<file path="src/rtl/i2c_tgt_pkg.sv">
package i2c_tgt_pkg;

    localparam int BYTE_W = 8;

    localparam logic [1:0] SEL_DATA = 2'd0;
    localparam logic [1:0] SEL_ADDR = 2'd1;
    localparam logic [1:0] SEL_CFG  = 2'd2;
    localparam logic [1:0] SEL_STAT = 2'd3;

    localparam logic [4:0] TEN_PREFIX = 5'b11110;
    localparam logic [7:0] GC_ADDR    = 8'h00;

    typedef enum logic [1:0] {
        PH_ADDR1  = 2'd0,
        PH_ADDR2  = 2'd1,
        PH_RXDATA = 2'd2,
        PH_TXDATA = 2'd3
    } phase_e;

    typedef struct packed {
        logic       ten;
        logic       gc_en;
        logic [9:0] own;
    } tgt_cfg_t;

    // Outcome of a completed received byte
    typedef struct packed {
        logic   ack;
        logic   stay;
        logic   load;
        logic   ovf;
        logic   ten_ok;
        logic   gc;
        phase_e nxt;
    } verdict_t;

endpackage

</file>
<file path="src/rtl/i2c_tgt_sync.sv">
module i2c_tgt_sync #(
    parameter int STAGES = 2
) (
    input  logic clk,
    input  logic rst,
    input  logic scl_i,
    input  logic sda_i,
    output logic sda_s,
    output logic scl_rise,
    output logic scl_fall,
    output logic start_evt,
    output logic stop_evt
);
    logic [STAGES-1:0] scl_sh, sda_sh;
    logic scl_q, sda_q, scl_s;

    always_ff @(posedge clk) begin
        if (rst) begin
            scl_sh <= '1;
            sda_sh <= '1;
            scl_q  <= 1'b1;
            sda_q  <= 1'b1;
        end else begin
            scl_sh <= {scl_sh[STAGES-2:0], scl_i};
            sda_sh <= {sda_sh[STAGES-2:0], sda_i};
            scl_q  <= scl_s;
            sda_q  <= sda_s;
        end
    end

    assign scl_s     = scl_sh[STAGES-1];
    assign sda_s     = sda_sh[STAGES-1];
    assign scl_rise  = scl_s && !scl_q;
    assign scl_fall  = !scl_s && scl_q;
    assign start_evt = scl_s && scl_q && sda_q && !sda_s;
    assign stop_evt  = scl_s && scl_q && !sda_q && sda_s;
endmodule

</file>
<file path="src/rtl/i2c_tgt_match.sv">
module i2c_tgt_match
    import i2c_tgt_pkg::*;
(
    input  phase_e              phase,
    input  logic [BYTE_W-1:0]   rx_byte,
    input  tgt_cfg_t            cfg,
    input  logic                ten_ok,
    input  logic                buf_busy,
    output verdict_t            v
);
    always_comb begin
        v     = '0;
        v.nxt = PH_RXDATA;
        case (phase)
            PH_ADDR1: begin
                if (cfg.ten && rx_byte[7:3] == TEN_PREFIX && rx_byte[2:1] == cfg.own[9:8]) begin
                    if (!rx_byte[0]) begin
                        v.ack = 1'b1; v.stay = 1'b1; v.nxt = PH_ADDR2;
                    end else if (ten_ok) begin
                        v.ack = 1'b1; v.stay = 1'b1; v.nxt = PH_TXDATA;
                    end
                end else if (!cfg.ten && rx_byte[7:1] == cfg.own[6:0]) begin
                    v.ack  = 1'b1;
                    v.stay = 1'b1;
                    v.nxt  = rx_byte[0] ? PH_TXDATA : PH_RXDATA;
                end else if (cfg.gc_en && rx_byte == GC_ADDR) begin
                    v.ack = 1'b1; v.stay = 1'b1; v.gc = 1'b1;
                end
            end
            PH_ADDR2: begin
                if (rx_byte == cfg.own[7:0]) begin
                    v.ack = 1'b1; v.stay = 1'b1; v.ten_ok = 1'b1;
                end
            end
            PH_RXDATA: begin
                v.stay = 1'b1;
                if (buf_busy) v.ovf = 1'b1;
                else begin
                    v.ack  = 1'b1;
                    v.load = 1'b1;
                end
            end
            default: ;
        endcase
    end
endmodule

</file>
<file path="src/rtl/i2c_tgt_engine.sv">
module i2c_tgt_engine
    import i2c_tgt_pkg::*;
(
    input  logic              clk,
    input  logic              rst,
    input  logic              sda_s,
    input  logic              scl_rise,
    input  logic              scl_fall,
    input  logic              start_evt,
    input  logic              stop_evt,
    input  verdict_t          v,
    input  logic              tx_load,
    input  logic [BYTE_W-1:0] tx_byte,
    output phase_e            phase,
    output logic [BYTE_W-1:0] shift,
    output logic              active,
    output logic              ten_ok,
    output logic              sda_oe,
    output logic              scl_oe,
    output logic              rx_load,
    output logic              ovf_evt,
    output logic              gc_evt,
    output logic              hold_evt
);
    localparam int CNT_W = $clog2(BYTE_W + 1);
    localparam logic [CNT_W-1:0] LAST = CNT_W'(BYTE_W);

    logic [CNT_W-1:0] cnt;
    logic             in_ack, keep, mnack;
    phase_e           nxt_q;

    always_ff @(posedge clk) begin
        if (rst) begin
            phase <= PH_ADDR1; shift <= '0; active <= 1'b0; ten_ok <= 1'b0;
            sda_oe <= 1'b0; scl_oe <= 1'b0; cnt <= '0; in_ack <= 1'b0;
            keep <= 1'b0; mnack <= 1'b0; nxt_q <= PH_RXDATA;
            rx_load <= 1'b0; ovf_evt <= 1'b0; gc_evt <= 1'b0; hold_evt <= 1'b0;
        end else begin
            rx_load  <= 1'b0;
            ovf_evt  <= 1'b0;
            gc_evt   <= 1'b0;
            hold_evt <= 1'b0;
            if (tx_load) begin
                shift <= tx_byte;
                if (scl_oe) begin
                    scl_oe <= 1'b0;
                    sda_oe <= ~tx_byte[BYTE_W-1];
                end
            end
            if (start_evt) begin
                active <= 1'b1; phase <= PH_ADDR1; cnt <= '0;
                in_ack <= 1'b0; sda_oe <= 1'b0; scl_oe <= 1'b0;
            end else if (stop_evt) begin
                active <= 1'b0; ten_ok <= 1'b0; in_ack <= 1'b0;
                sda_oe <= 1'b0; scl_oe <= 1'b0;
            end else if (active) begin
                if (scl_rise) begin
                    if (!in_ack && cnt < LAST) begin
                        if (phase != PH_TXDATA) shift <= {shift[BYTE_W-2:0], sda_s};
                        cnt <= cnt + 1'b1;
                    end else if (in_ack && phase == PH_TXDATA) begin
                        mnack <= sda_s;
                    end
                end else if (scl_fall) begin
                    if (in_ack) begin
                        in_ack <= 1'b0;
                        cnt    <= '0;
                        sda_oe <= 1'b0;
                        if (phase == PH_TXDATA) begin
                            if (mnack) active <= 1'b0;
                            else begin
                                scl_oe <= 1'b1; hold_evt <= 1'b1;
                            end
                        end else if (!keep) begin
                            active <= 1'b0;
                        end else begin
                            phase <= nxt_q;
                            if (nxt_q == PH_TXDATA) begin
                                scl_oe <= 1'b1; hold_evt <= 1'b1;
                            end
                        end
                    end else if (cnt == LAST) begin
                        in_ack <= 1'b1;
                        if (phase == PH_TXDATA) sda_oe <= 1'b0;
                        else begin
                            sda_oe  <= v.ack;
                            keep    <= v.stay;
                            nxt_q   <= v.nxt;
                            rx_load <= v.load;
                            ovf_evt <= v.ovf;
                            gc_evt  <= v.gc;
                            if (v.ten_ok) ten_ok <= 1'b1;
                        end
                    end else if (phase == PH_TXDATA && cnt != '0) begin
                        shift  <= {shift[BYTE_W-2:0], 1'b0};
                        sda_oe <= ~shift[BYTE_W-2];
                    end
                end
            end
        end
    end
endmodule

</file>
<file path="src/rtl/i2c_target_core.sv">
module i2c_target_core
    import i2c_tgt_pkg::*;
#(
    parameter int SYNC_STAGES = 2
) (
    input  logic       clk,
    input  logic       rst,
    input  logic       scl_i,
    input  logic       sda_i,
    output logic       sda_oe,
    output logic       scl_oe,
    input  logic       wr_en,
    input  logic [1:0] wr_sel,
    input  logic [7:0] wdata,
    input  logic       rd_en,
    input  logic [1:0] rd_sel,
    output logic [7:0] rdata,
    output logic       irq
);
    logic sda_s, scl_rise, scl_fall, start_evt, stop_evt;
    logic [BYTE_W-1:0] buf_q, own_lo_q, eng_shift;
    logic [3:0] cfg_q;
    logic buf_full, ovf_q, gc_hit_q, start_seen_q, stop_seen_q;
    logic eng_active, eng_ten_ok, rx_load, ovf_evt, gc_evt, hold_evt;
    phase_e   eng_phase;
    tgt_cfg_t cfg;
    verdict_t verdict;
    logic rd_buf, wr_buf, buf_busy;

    assign cfg      = '{ten: cfg_q[0], gc_en: cfg_q[1], own: {cfg_q[3:2], own_lo_q}};
    assign rd_buf   = rd_en && rd_sel == SEL_DATA;
    assign wr_buf   = wr_en && wr_sel == SEL_DATA;
    assign buf_busy = buf_full && !rd_buf;

    i2c_tgt_sync #(.STAGES(SYNC_STAGES)) u_sync (
        .clk(clk), .rst(rst), .scl_i(scl_i), .sda_i(sda_i), .sda_s(sda_s),
        .scl_rise(scl_rise), .scl_fall(scl_fall),
        .start_evt(start_evt), .stop_evt(stop_evt)
    );

    i2c_tgt_match u_match (
        .phase(eng_phase), .rx_byte(eng_shift), .cfg(cfg),
        .ten_ok(eng_ten_ok), .buf_busy(buf_busy), .v(verdict)
    );

    i2c_tgt_engine u_eng (
        .clk(clk), .rst(rst), .sda_s(sda_s), .scl_rise(scl_rise), .scl_fall(scl_fall),
        .start_evt(start_evt), .stop_evt(stop_evt), .v(verdict),
        .tx_load(wr_buf), .tx_byte(wdata), .phase(eng_phase), .shift(eng_shift),
        .active(eng_active), .ten_ok(eng_ten_ok), .sda_oe(sda_oe), .scl_oe(scl_oe),
        .rx_load(rx_load), .ovf_evt(ovf_evt), .gc_evt(gc_evt), .hold_evt(hold_evt)
    );

    always_ff @(posedge clk) begin
        if (rst) begin
            buf_q <= '0; own_lo_q <= '0; cfg_q <= '0; buf_full <= 1'b0;
            ovf_q <= 1'b0; gc_hit_q <= 1'b0; start_seen_q <= 1'b0;
            stop_seen_q <= 1'b0; irq <= 1'b0;
        end else begin
            if (start_evt) begin
                start_seen_q <= 1'b1; stop_seen_q <= 1'b0; gc_hit_q <= 1'b0;
            end
            if (stop_evt) begin
                stop_seen_q <= 1'b1; start_seen_q <= 1'b0;
            end
            if (rd_buf) buf_full <= 1'b0;
            if (wr_en) begin
                case (wr_sel)
                    SEL_DATA: buf_q    <= wdata;
                    SEL_ADDR: own_lo_q <= wdata;
                    SEL_CFG:  cfg_q    <= wdata[3:0];
                    default:  if (wdata[3]) ovf_q <= 1'b0;
                endcase
            end
            if (rx_load) begin
                buf_q    <= eng_shift;
                buf_full <= 1'b1;
            end
            if (ovf_evt) ovf_q <= 1'b1;
            if (gc_evt) gc_hit_q <= 1'b1;
            irq <= start_evt || stop_evt || rx_load || hold_evt;
        end
    end

    always_comb begin
        case (rd_sel)
            SEL_DATA: rdata = buf_q;
            SEL_ADDR: rdata = own_lo_q;
            SEL_CFG:  rdata = {4'b0, cfg_q};
            default:  rdata = {2'b0, gc_hit_q, eng_active && eng_phase == PH_TXDATA,
                               ovf_q, buf_full, stop_seen_q, start_seen_q};
        endcase
    end
endmodule

</file>
<file path="config.mk">
export PLATFORM = sky130hd
export DESIGN_NAME = i2c_target_core
export DESIGN_NICKNAME = d
export VERILOG_FILES = /design/src/rtl/i2c_tgt_pkg.sv /design/src/rtl/i2c_tgt_sync.sv /design/src/rtl/i2c_tgt_match.sv /design/src/rtl/i2c_tgt_engine.sv /design/src/rtl/i2c_target_core.sv
export SDC_FILE = /design/constraint.sdc
export NUM_CORES = 1
export LEC_CHECK = 0
export BUFFER_PORTS_ARGS = -buffer_cell sky130_fd_sc_hd__buf_2
export CORE_MARGIN = 2
export CORE_UTILIZATION = 45
export CTS_CLUSTER_DIAMETER = 30
export CTS_CLUSTER_SIZE = 40
export DETAILED_ROUTE_END_ITERATION = 8
export PLACE_DENSITY = 0.75
export SLEW_MARGIN = 20
export SYNTH_ARGS = -nofsm -noshare
export SYNTH_HDL_FRONTEND = slang
export SYNTH_SLANG_ARGS = --single-unit
</file>
<file path="constraint.sdc">
create_clock -name clk -period 1.95 [get_ports clk]
set_clock_uncertainty 0.1 [all_clocks]
set_input_delay 0.39 -clock clk [delete_from_list [all_inputs] [get_ports clk]]
set_output_delay 0.39 -clock clk [all_outputs]
set_load 0.02 [all_outputs]
</file>
Yosys cells after proc, flatten, opt, wreduce, memory -nomap -nowiden
Index checks and enable logic that the tools add are counted.
Word-level totals
  latch bits: 0
  output and inout bits: 11
  memory bits (read-only): 0
  memories kept: 0
  input bits: 18
  logic and storage cells: 211
  bits in registers: 59
  RAM bits: 0
Operators by class
  bitwise logic cells: 13
  mux-type cells: 86
  multipliers: 0
  div/mod/pow operators: 0
  order comparisons: 1
  eq/ne operators: 19
  add/subtract/negate cells: 1
  reduce and logical (&&, ||, !) cells: 63
  shifts and indexed selects: 0
Operator list (count)
  two-way mux 8 bit: 14
  two-way mux 1 bit: 56
  nonzero test 2 bit: 13
  one-hot mux 8 bit (3 select lines): 1
  two-way mux 2 bit: 10
  logical AND 1 bit: 18
  two-way mux 4 bit: 4
  AND reduction 8 bit: 2
  NOT 1 bit: 13
  OR reduction 12 bit: 1
  equality test 2 bit, second input constant: 5
  OR reduction 10 bit: 1
  equality test 8 bit: 1
  zero test 8 bit: 1
  equality test 7 bit: 1
  zero test 1 bit: 7
  AND reduction 7 bit: 1
  OR reduction 7 bit: 1
  equality test 2 x 1 -> 1 bit, second input constant: 3
  zero test 2 bit: 3
  inequality test 2 x 1 -> 1 bit, second input constant: 3
  inequality test 2 bit, second input constant: 3
  one-hot mux 2 bit (3 select lines): 1
  AND reduction 2 bit: 3
  other kinds (12): 17

Depth between registers and ports, before layout
Gate-level depths: netlist (run 1).
  word-level depth: 12
  depth in mapped cells: 7
  gate-level depth less buffers: 7

Cells and area by module
Synthesis (run 1) repeated with hierarchy kept, for this count alone.
Second synthesis, totals
  cell total of the unflattened synthesis: 334
  area total of the unflattened synthesis: 3144.3 µm²
By module, submodules not included
  i2c_tgt_engine: cells an instance 151, seq. area each 540.5 µm², area each 1400.1 µm², instances 1
  i2c_target_core: cells an instance 124, seq. area each 520.5 µm², area each 1226.2 µm², instances 1
  i2c_tgt_match: cells an instance 43, seq. area each 0.0 µm², area each 327.8 µm², instances 1
  i2c_tgt_sync: cells an instance 16, seq. area each 120.1 µm², area each 190.2 µm², instances 1

Least setup slack after synthesis (run 1)
OpenSTA, ideal clock, no wires.
  path kind: register to register
  start point: register u_sync.scl_q
  end point: register u_eng.shift[1]
  clock period less this slack: 1.772 ns
  path slack: 0.178 ns
  arrival time: 1.602 ns
  data required time: 1.780 ns
  cell stages (with the launch flop): 8
  buffers on the path: 0
  library setup time: 0.070 ns
  path through: dfxtp_1 inv_1 ha_1 nor2b_1 nor4b_2 o21ai_1 nor2_1 o2bb2ai_1
Between the ends
  cells in the longest elaborated chain, start to end: 6
  elaborated cells on any way between the ends: 13
  classes of those cells: mux (5); reduce/logical (8)
RTL lines
  start: declaration: line i2c_tgt_sync.sv:15  | logic scl_q, sda_q, scl_s;
  start signal: assignment: line i2c_tgt_sync.sv:26  | scl_q <= scl_s;
  logical AND 1 bit / zero test 1 bit (equally long branches): line i2c_tgt_sync.sv:34, i2c_tgt_sync.sv:33
  two-way mux 8 bit / logical AND 1 bit (equally long branches): line i2c_tgt_engine.sv:64, i2c_tgt_sync.sv:33
  two-way mux 8 bit: line i2c_tgt_engine.sv:57  | if (scl_rise) begin
  two-way mux 8 bit: line i2c_tgt_engine.sv:56  | end else if (active) begin
  two-way mux 8 bit: line i2c_tgt_engine.sv:53  | end else if (stop_evt) begin
  two-way mux 8 bit (*): line i2c_tgt_engine.sv:50  | if (start_evt) begin
  end signal: assignment: line i2c_tgt_engine.sv:44  | shift <= tx_byte;
  end signal: assignment: line i2c_tgt_engine.sv:59  | if (phase != PH_TXDATA) shift <= {shift[BYTE_W-2:0], sda_s};
  end signal: assignment: line i2c_tgt_engine.sv:95  | shift <= {shift[BYTE_W-2:0], 1'b0};
  end: declaration: line i2c_tgt_engine.sv:15  | output logic [BYTE_W-1:0] shift,
Every way passes the cells marked *; elsewhere a longest branch is shown, timed or not.
A chain may end at the register's enable or synchronous reset.

Worst setup path in the final report (run 1)
  start point: register u_sync.scl_q
  end point: register u_eng.cnt[2]
Between the ends
  cells in the longest elaborated chain, start to end: 5
  elaborated cells on any way between the ends: 15
  classes of those cells: eq/ne (1); mux (1); bitwise (1); reduce/logical (12)
RTL lines
  parallel branches: the longest is 5 deep, another holds AND reduction 5 bit
  end signal: assignment: line i2c_tgt_engine.sv:60  | cnt <= cnt + 1'b1;
  end: declaration: line i2c_tgt_engine.sv:28  | logic [CNT_W-1:0] cnt;
Several ways; the timed one is not identified.

==> results of run 1 <==
[cell usage after synthesis, types with 6 or more instances]
library cell  number  area share, %
nor2_1            54            6.5
a21oi_1           20            3.2
nand3_1            9            1.5
xor2_1             6            1.7
mux2i_1           37             12
or2_2              6            1.2
inv_1              9            1.1
nand2_1           21            2.5
clkbuf_1          11            1.3
o2bb2ai_1          7            2.0
nand3b_1           6            1.5
dfxtp_1           59             38
xnor2_1           12            3.4
[what timing repair did]
item / in CTS / in global routing
endpoints found under the setup margin: 1 / 16
buffers inserted: 0 / 6
pin swaps: 0 / 2
resized for setup: 2 / 8
endpoints found under the hold margin: 0 / 0
[sequential cells by signal, summed over array words and instances (netlist names), 2 cells and up]
signal / count
u_eng.shift: 8
u_sync.sda_sh: 2
cfg_q: 4
buf_q: 8
u_eng.cnt: 4
u_eng.nxt_q: 2
own_lo_q: 8
u_eng.phase: 2
u_sync.scl_sh: 2
[worst paths after layout]
| check | start | end | slack, ns | cells after the start |
|---|---|---|---|---|
| max | u_sync.scl_q | u_eng.cnt[2] | 0.04 | 9 |
| max reg2reg | u_sync.scl_q | u_eng.cnt[2] | 0.04 | 9 |
| min reg2reg | u_sync.sda_sh[0] | u_sync.sda_sh[1] | 0.31 | 1 |
| min | scl_i | u_sync.scl_sh[0] | 0.13 | 2 |
[cell usage in the layout (no fill, tap or decap), types with 3 or more instances in the layout]
cell type  synthesis  final
a21oi_1           20     20
and2_1             3      3
buf_2              3     26
buf_4              1     27
clkbuf_8           0     11
dfxtp_1           59     56
dfxtp_2            0      3
ha_1               5      4
inv_1              9      9
mux2i_1           37     37
mux4_2             4      4
nand2_1           21     21
nand2b_1           4      4
nand3_1            9      9
nand3b_1           6      6
nand4_1            5      5
nor2_1            54     54
nor2b_1            3      3
o21ai_0            3      3
o2bb2ai_1          7      7
or2_2              6      6
or3_1              3      3
xnor2_1           12     12
xor2_1             6      6
[cells by family (layout without fill, tap and decap cells)]
logic type,Yosys count,count (layout)
adder cells (fa/ha/maj),5,5
AO/OA/AOI/OAI,51,51
multiplexers,42,42
buffers and inverters,29,80
flip-flops,59,59
XOR/XNOR,18,18
AND/OR/NAND/NOR,134,134
[layer usage]
metal,global-route usage (%),part of all wire [%],wire [um],vias to the layer above
met5,0,0,0,-
met4,7.67,2.3,172,0
met3,6.64,4.1,313,15
met2,37.6,50,3840,69
met1,24.6,43,3280,1284
li1,-,-,-,1286
[area by class of cell]
class | instances | area, sq um | share of cell area, %
Clock buffer | 11 | 151 | 4.15
Clock inverter | 5 | 37.5 | 1.03
Inverter | 9 | 33.8 | 0.925
Multi-Input combinational cell | 250 | 1790 | 49.0
Sequential cell | 59 | 1180 | 32.4
Tap cell | 80 | 100 | 2.74
Timing Repair Buffer | 55 | 355 | 9.73
[report_power, final]
group,switching (uW),internal (uW),leakage [uW]
clock network,504,531,0.0000915
registers,33.9,1240,0.000480
logic,168,137,0.000971
total,706,1900,0.00154
[through the flow]
step	hold WS, ns	cells	setup WS, ns	cell area, sq um
after floorplan	0.289	338	0.178	3110
after global placement	0.291	448	0.124	3400
after detailed placement	0.294	448	0.0757	3400
after CTS	0.114	464	0.0000226	3590
after global routing	0.107	469	-0.0801	3650
final	0.128	469	0.0364	3650
[worst max-delay path, cell delays in order, from the launching register on]
cell	delay [ns]
dfxtp_1	0.36
inv_1	0.06
ha_2	0.20
buf_4	0.15
inv_1	0.10
a21oi_1	0.13
nor3_4	0.31
buf_4	0.16
nand4b_1	0.10
a21oi_1	0.17
==> impl_metrics.json, run 1 <==
{
  "status": "finished clean",
  "synth_compound_gate_area_share_pct": 11.6,
  "core_sq_um": 6720,
  "path_class": "register to register",
  "finalCritPeriodShare_pct": 98.1,
  "tightest_slew_ns": 0.643,
  "wl_per_cell_um": 16.2,
  "cts_buffers": 9,
  "ys_ff_latch": 59,
  "ys.flop_type": "dfxtp_1",
  "synth-simple-area-share_pct": 23.2,
  "io_buffers": 28,
  "dieHeight_um": 87.1,
  "antenna_cells": 0,
  "period_minus_slack_ns": 1.91,
  "detail_route.vias_per_cell": 5.66,
  "synth_warnings": 0,
  "hpwl_mm": 5.60,
  "fmax_mhz": 523,
  "vias": 2654,
  "hold_viol": 0,
  "cts-hold-fix-buffers": 0,
  "drt_iter0_markers": 98,
  "clock_latency_ns": 0.35,
  "grt_pass1_vias": 2600,
  "grt_usage_pct": 21.5,
  "muxShareOfSynthArea_pct": 15.2,
  "seq_area_frac_synth_pct": 38.0,
  "cp.required_ns": 2.12,
  "leakagePower_uw": 0.00154,
  "grt_pass1_wl_mm": 12.5,
  "maxSlewHeadroom_pct": 57.1,
  "drive_gt1_share_pct": 26.0,
  "utilization_pct": 54.4,
  "syn_nets": 361,
  "area.growth.synth_to_final_pct": 17.6,
  "syn_avg_cell_area_sq_um": 9.19,
  "route.detailed.drc": 0,
  "clk_pin_slew_ns": 0.07,
  "fp.dieW_um": 87.1,
  "final_max_slew_viol_count": 0,
  "cts_tree": "done",
  "first_pass_iters": 4,
  "htreeDepth": 3,
  "synth_xor_area_share_pct": 5.08,
  "cts-root-buf": "clkbuf_8",
  "finalPower_uw": 2610,
  "synth_area_sq_um": 3110,
  "vdd_drop_max_mv": 0.469,
  "yosysUniqueCellTypes": 55,
  "synth_edf_count": 0,
  "critical_path.max_fanout": 5,
  "final_nets": 407,
  "cp-start-kind": "register",
  "ant_nets": 0,
  "fillerInstances": 603,
  "cp.arrival_ns": 2.08,
  "ios": 29,
  "grt.overflow.total": 0,
  "place_congestion": 0.972,
  "async_flop_share_pct": 0,
  "setup_tns_ns": 0,
  "p_per_area_nw_per_um2": 715,
  "synth_top_family_by_area": "simple AND/OR/NAND/NOR gates",
  "cts_sinks": 59,
  "antenna_found_initial": 0,
  "synthAdderAreaFrac_pct": 2.01,
  "die_area_sq_um": 7580,
  "cap_violations": 0,
  "grt_max_degree": 27,
  "wirelength_mm": 7.61,
  "hp-class": "primary input to register",
  "clock_path_buffers": 2,
  "start_util_pct": 46.2,
  "rows": 30,
  "finalSetupViolations": 0,
  "cp-end-kind": "register",
  "netlist_instances": 338
}
No activity file was read; power rests on OpenSTA's default activity.
==> run 2: changes to the inputs <==
- ABC_AREA: default -> 1
- PLACE_DENSITY: 0.75 -> 0.78
- clock period: 1.95 -> 1.7 ns (I/O delays scaled with it)
==> impl_metrics.json, run 2 <==
{
  "synth_area_leaders": "dfxtp_1, nand2_1, inv_1",
  "place_area_sq_um": 3440,
  "tightest_slew_ns": 0.357,
  "synth.most_common_cell": "nand2_1",
  "cp.required_ns": 1.26,
  "seq_area_frac_synth_pct": 38.0,
  "antenna_found_initial": 0,
  "fmax_mhz": 600,
  "synth_warnings": 0,
  "antenna_cells": 0,
  "cap_violations": 0,
  "fillerInstances": 612,
  "p_per_area_nw_per_um2": 808,
  "synth_edf_count": 0,
  "grt_pass1_vias": 3157,
  "hpwl_mm": 6.56,
  "cts_sinks": 59,
  "io_buffers": 28,
  "maxSlewHeadroom_pct": 76.0,
  "first_pass_iters": 5,
  "netSwitchingFraction_pct": 26.4,
  "grt_usage_pct": 25.3,
  "async_flop_share_pct": 0,
  "fp.dieW_um": 87.1,
  "stdcell_area_sq_um": 3930,
  "route.detailed.drc": 0,
  "dp.cells": 565,
  "synth_area_sq_um": 3110,
  "vias": 3281,
  "hp-class": "primary input to register",
  "internal_power_uw": 2330,
  "grt_pass1_wl_mm": 14.8,
  "grt.overflow.total": 0,
  "synth_area_leader_cell": "dfxtp_1",
  "period_minus_slack_ns": 1.67,
  "syn_nets": 472,
  "rsz0062_at_grt": "yes",
  "hold_viol": 0,
  "clock_latency_ns": 0.35,
  "drt_iter0_markers": 195,
  "die_area_sq_um": 7590,
  "area.growth.synth_to_final_pct": 26.3,
  "status": "finished clean",
  "leakagePower_uw": 0.00170,
  "final_nets": 531,
  "ant_nets": 0,
  "ios": 29,
  "clk_pin_slew_ns": 0.06,
  "final_max_slew_viol_count": 0,
  "reg.largest.list": "buf_q: 8 flops, own_lo_q: 8 flops, u_eng.shift: 8 flops",
  "grt_max_degree": 22,
  "vdd_drop_max_mv": 0.430,
  "drive_gt1_share_pct": 30.7,
  "final_cells": 591,
  "core_sq_um": 6760,
  "cts-hold-fix-buffers": 0,
  "cts_tree": "done",
  "cp-end-kind": "output pin",
  "seqPwrFrac_pct": 45.8,
  "place_congestion": 0.971,
  "path_class": "primary input to output pin",
  "start_util_pct": 46.0,
  "p_clk_share_pct": 42.2,
  "r2r_setup_slack_ns": 0.05,
  "clock_path_buffers": 2,
  "finalCritPeriodShare_pct": 98.0,
  "p_switching_uw": 837,
  "cp.arrival_ns": 1.23,
  "synth_top_area_share_pct": 38.0,
  "htreeDepth": 3,
  "cts-root-buf": "clkbuf_8",
  "holdWs_ns": 0.0743,
  "syn_avg_cell_area_sq_um": 6.92,
  "critical_path.max_fanout": 5,
  "ys.flop_type": "dfxtp_1",
  "wirelength_mm": 9.16,
  "final_common_cell": "nand2_1",
  "final_cell_mix": "nand2_1, inv_1, dfxtp_1",
  "yosysUniqueCellTypes": 43,
  "finalSetupViolations": 0,
  "dieHeight_um": 87.1,
  "rows": 30,
  "ys_ff_latch": 59,
  "cts_buffers": 9,
  "netlist_instances": 449,
  "detail_route.vias_per_cell": 5.55,
  "p_comb_share_pct": 11.9,
  "cp-start-kind": "primary input",
  "synth_common_cells": "nand2_1, dfxtp_1, inv_1, nand3_1, o21ai_0",
  "wl_per_cell_um": 15.5
}
run 2: logic make-up after synthesis:
kind of cell	share of synthesized area (%)
simple gates	30.6
compound gates	18.2
buf+inv	10.4
flops	38.0
fa+ha+maj	2.01
xor+xnor	0.846
run 2: through the flow:
step | total power, uW | setup TNS (ns) | utilization (%) | worst slack (ns)
floorplan | 1700 | 0 | - | 0.0261
CTS | 3150 | -0.0606 | 56.2 | -0.0340
finish | 3170 | 0 | 58.1 | 0.0347
global route | 3290 | -0.157 | 58.1 | -0.0280
global placement | 1820 | 0 | 51.0 | 0.0265
detailed placement | 1830 | -0.213 | 51.0 | -0.0413
run 2: per-layer routing:
layer	global-route usage (%)	share of wire, %
met2	42.4	48
met5	0	0
met1	29.7	41
met3	6.35	7.2
met4	13.1	3.4
run 2: worst paths after layout:
path	start	end	cells after the start
setup / recovery	rd_sel[0]	rdata[5]	7
hold / removal	sda_i	u_sync.sda_sh[0]	2
setup reg to reg	u_eng.cnt[0]	u_eng.shift[7]	9
hold reg to reg	u_sync.scl_sh[0]	u_sync.scl_sh[1]	1
run 2: power by group through the flow:
| stage | clock network, uW | registers [uW] | logic, uW |
|---|---|---|---|
| floorplan | 0 | 1480 | 225 |
| global placement | 0 | 1490 | 336 |
| detailed placement | 0 | 1490 | 341 |
| CTS | 1340 | 1460 | 354 |
| global route | 1420 | 1460 | 416 |
| finish | 1340 | 1450 | 379 |
run 2: area by class of cell:
class / instances / area (sq um) / area share, %
repair buffers: 60 / 405 / 10.3
well taps: 80 / 100 / 2.55
flip-flops and latches: 59 / 1210 / 30.8
multi-input cells: 311 / 1750 / 44.6
inverters: 67 / 262 / 6.66
clock buffers: 12 / 165 / 4.21
clock inverters: 2 / 35.0 / 0.893
run 2: worst max-delay path, cell delays in order:
cell	delay [ns]
buf_2	0.12
inv_1	0.07
nor2_1	0.14
inv_2	0.08
buf_4	0.15
o221ai_1	0.13
buf_2	0.19
run 2: what timing repair did:
item / in CTS / in global routing
cloned: 0 / 0
setup endpoints to repair: 10 / 26
pin swaps: 10 / 15
setup buffers: 12 / 1
resized for setup: 28 / 40
==> run 3: changes to the inputs <==
- PLACE_DENSITY: 0.78 -> 0.75
- clock period: 1.7 -> 1.85 ns (I/O delays scaled with it)
==> impl_metrics.json, run 3 (synthesized netlist as in run 2, its figures left out) <==
{
  "cts_sinks": 59,
  "critical_path.max_fanout": 4,
  "rows": 30,
  "vdd_drop_max_mv": 0.345,
  "status": "finished clean",
  "place_congestion": 0.973,
  "drt_iter0_markers": 227,
  "finalCritPeriodShare_pct": 98.4,
  "wirelength_mm": 8.35,
  "path_class": "register to register",
  "ant_nets": 0,
  "clock_path_buffers": 2,
  "p_per_area_nw_per_um2": 744,
  "dp.cells": 555,
  "cp-start-kind": "register",
  "cp-end-kind": "register",
  "cts_buffers": 9,
  "die_area_sq_um": 7590,
  "dieHeight_um": 87.1,
  "maxSlewHeadroom_pct": 75.3,
  "finalSetupViolations": 0,
  "route.detailed.drc": 0,
  "final_nets": 512,
  "grt_pass1_wl_mm": 13.4,
  "io_buffers": 28,
  "tightest_slew_ns": 0.368,
  "ios": 29,
  "first_pass_iters": 5,
  "grt_usage_pct": 22.9,
  "cts-root-buf": "clkbuf_8",
  "antenna_cells": 0,
  "final_cell_mix": "nand2_1, dfxtp_1, inv_1",
  "clk_pin_slew_ns": 0.06,
  "vias": 3131,
  "detail_route.vias_per_cell": 5.47,
  "final_cells": 572,
  "reg.largest.list": "buf_q: 8 flops, own_lo_q: 8 flops, u_eng.shift: 8 flops",
  "htreeDepth": 3,
  "hp-class": "primary input to register",
  "cp.required_ns": 1.97,
  "core_sq_um": 6760,
  "rsz0062_at_grt": "yes",
  "wl_per_cell_um": 14.6,
  "clock_latency_ns": 0.34,
  "fp.dieW_um": 87.1,
  "grt_max_degree": 21,
  "cp.arrival_ns": 1.94,
  "hpwl_mm": 6.22,
  "hold_viol": 0,
  "cts_tree": "done",
  "grt.overflow.total": 0,
  "antenna_found_initial": 0,
  "leakagePower_uw": 0.00156,
  "start_util_pct": 46.0,
  "cts-hold-fix-buffers": 0,
  "grt_pass1_vias": 2781,
  "fmax_mhz": 549,
  "area.growth.synth_to_final_pct": 15.3,
  "drive_gt1_share_pct": 20.9,
  "utilization_pct": 53.1,
  "period_minus_slack_ns": 1.82,
  "cap_violations": 0,
  "final_max_slew_viol_count": 0,
  "final_common_cell": "nand2_1"
}
## run 3: worst paths after layout
check | startpoint | end | slack [ns] | cells after the start
setup / recovery | u_sync.scl_q | u_eng.keep | 0.03 | 10
hold / removal | scl_i | u_sync.scl_sh[0] | 0.11 | 2
setup reg to reg | u_sync.scl_q | u_eng.keep | 0.03 | 10
hold reg to reg | u_sync.scl_sh[0] | u_sync.scl_sh[1] | 0.31 | 1
## run 3: per-layer routing
layer,up-vias,wire [um],track usage (%)
met5,-,0,0
met4,0,167,7.27
met3,19,626,5.12
met2,156,3940,37.8
met1,1414,3620,29.7
li1,1542,-,-
## run 3: critical path: stages (launching register included)
cell,delay (ns)
dfxtp_2,0.35
inv_2,0.05
ha_4,0.16
inv_4,0.06
nand2_4,0.05
nor3_4,0.23
nand2_2,0.09
nor3_4,0.24
nand2_4,0.11
nor3_4,0.18
a21oi_2,0.07
## run 3: power breakdown
group | internal [uW] | switching (uW)
combinational | 104 | 197
clock | 536 | 483
sequential | 1310 | 39.3
## run 3: area by class of cell
class	instances	area, sq um
fill	671	3170
tap	80	100
clock inverter	3	15.0
timing repair buffer	41	238
sequential	59	1180
multi-input combinational	311	1640
clock buffer	11	151
inverter	67	259
## run 3: stage by stage
step           power [uW]  hold slack (ns)  TNS (ns)  instance area, sq um  setup WS, ns
6_report             2670            0.115         0                  3580        0.0293
5_1_grt              2780            0.109    -0.284                  3580       -0.0996
4_1_cts              2670            0.103         0                  3530       0.00585
3_5_place_dp         1660            0.294         0                  3360        0.0645
3_3_place_gp         1660            0.291         0                  3360         0.120
2_1_floorplan        1560            0.289         0                  3110         0.176
## run 3: timing repair
action	in CTS	in global routing
cloned	0	0
pin swaps	0	6
setup buffers	1	2
gates resized for setup	0	12
setup endpoints to repair	1	9
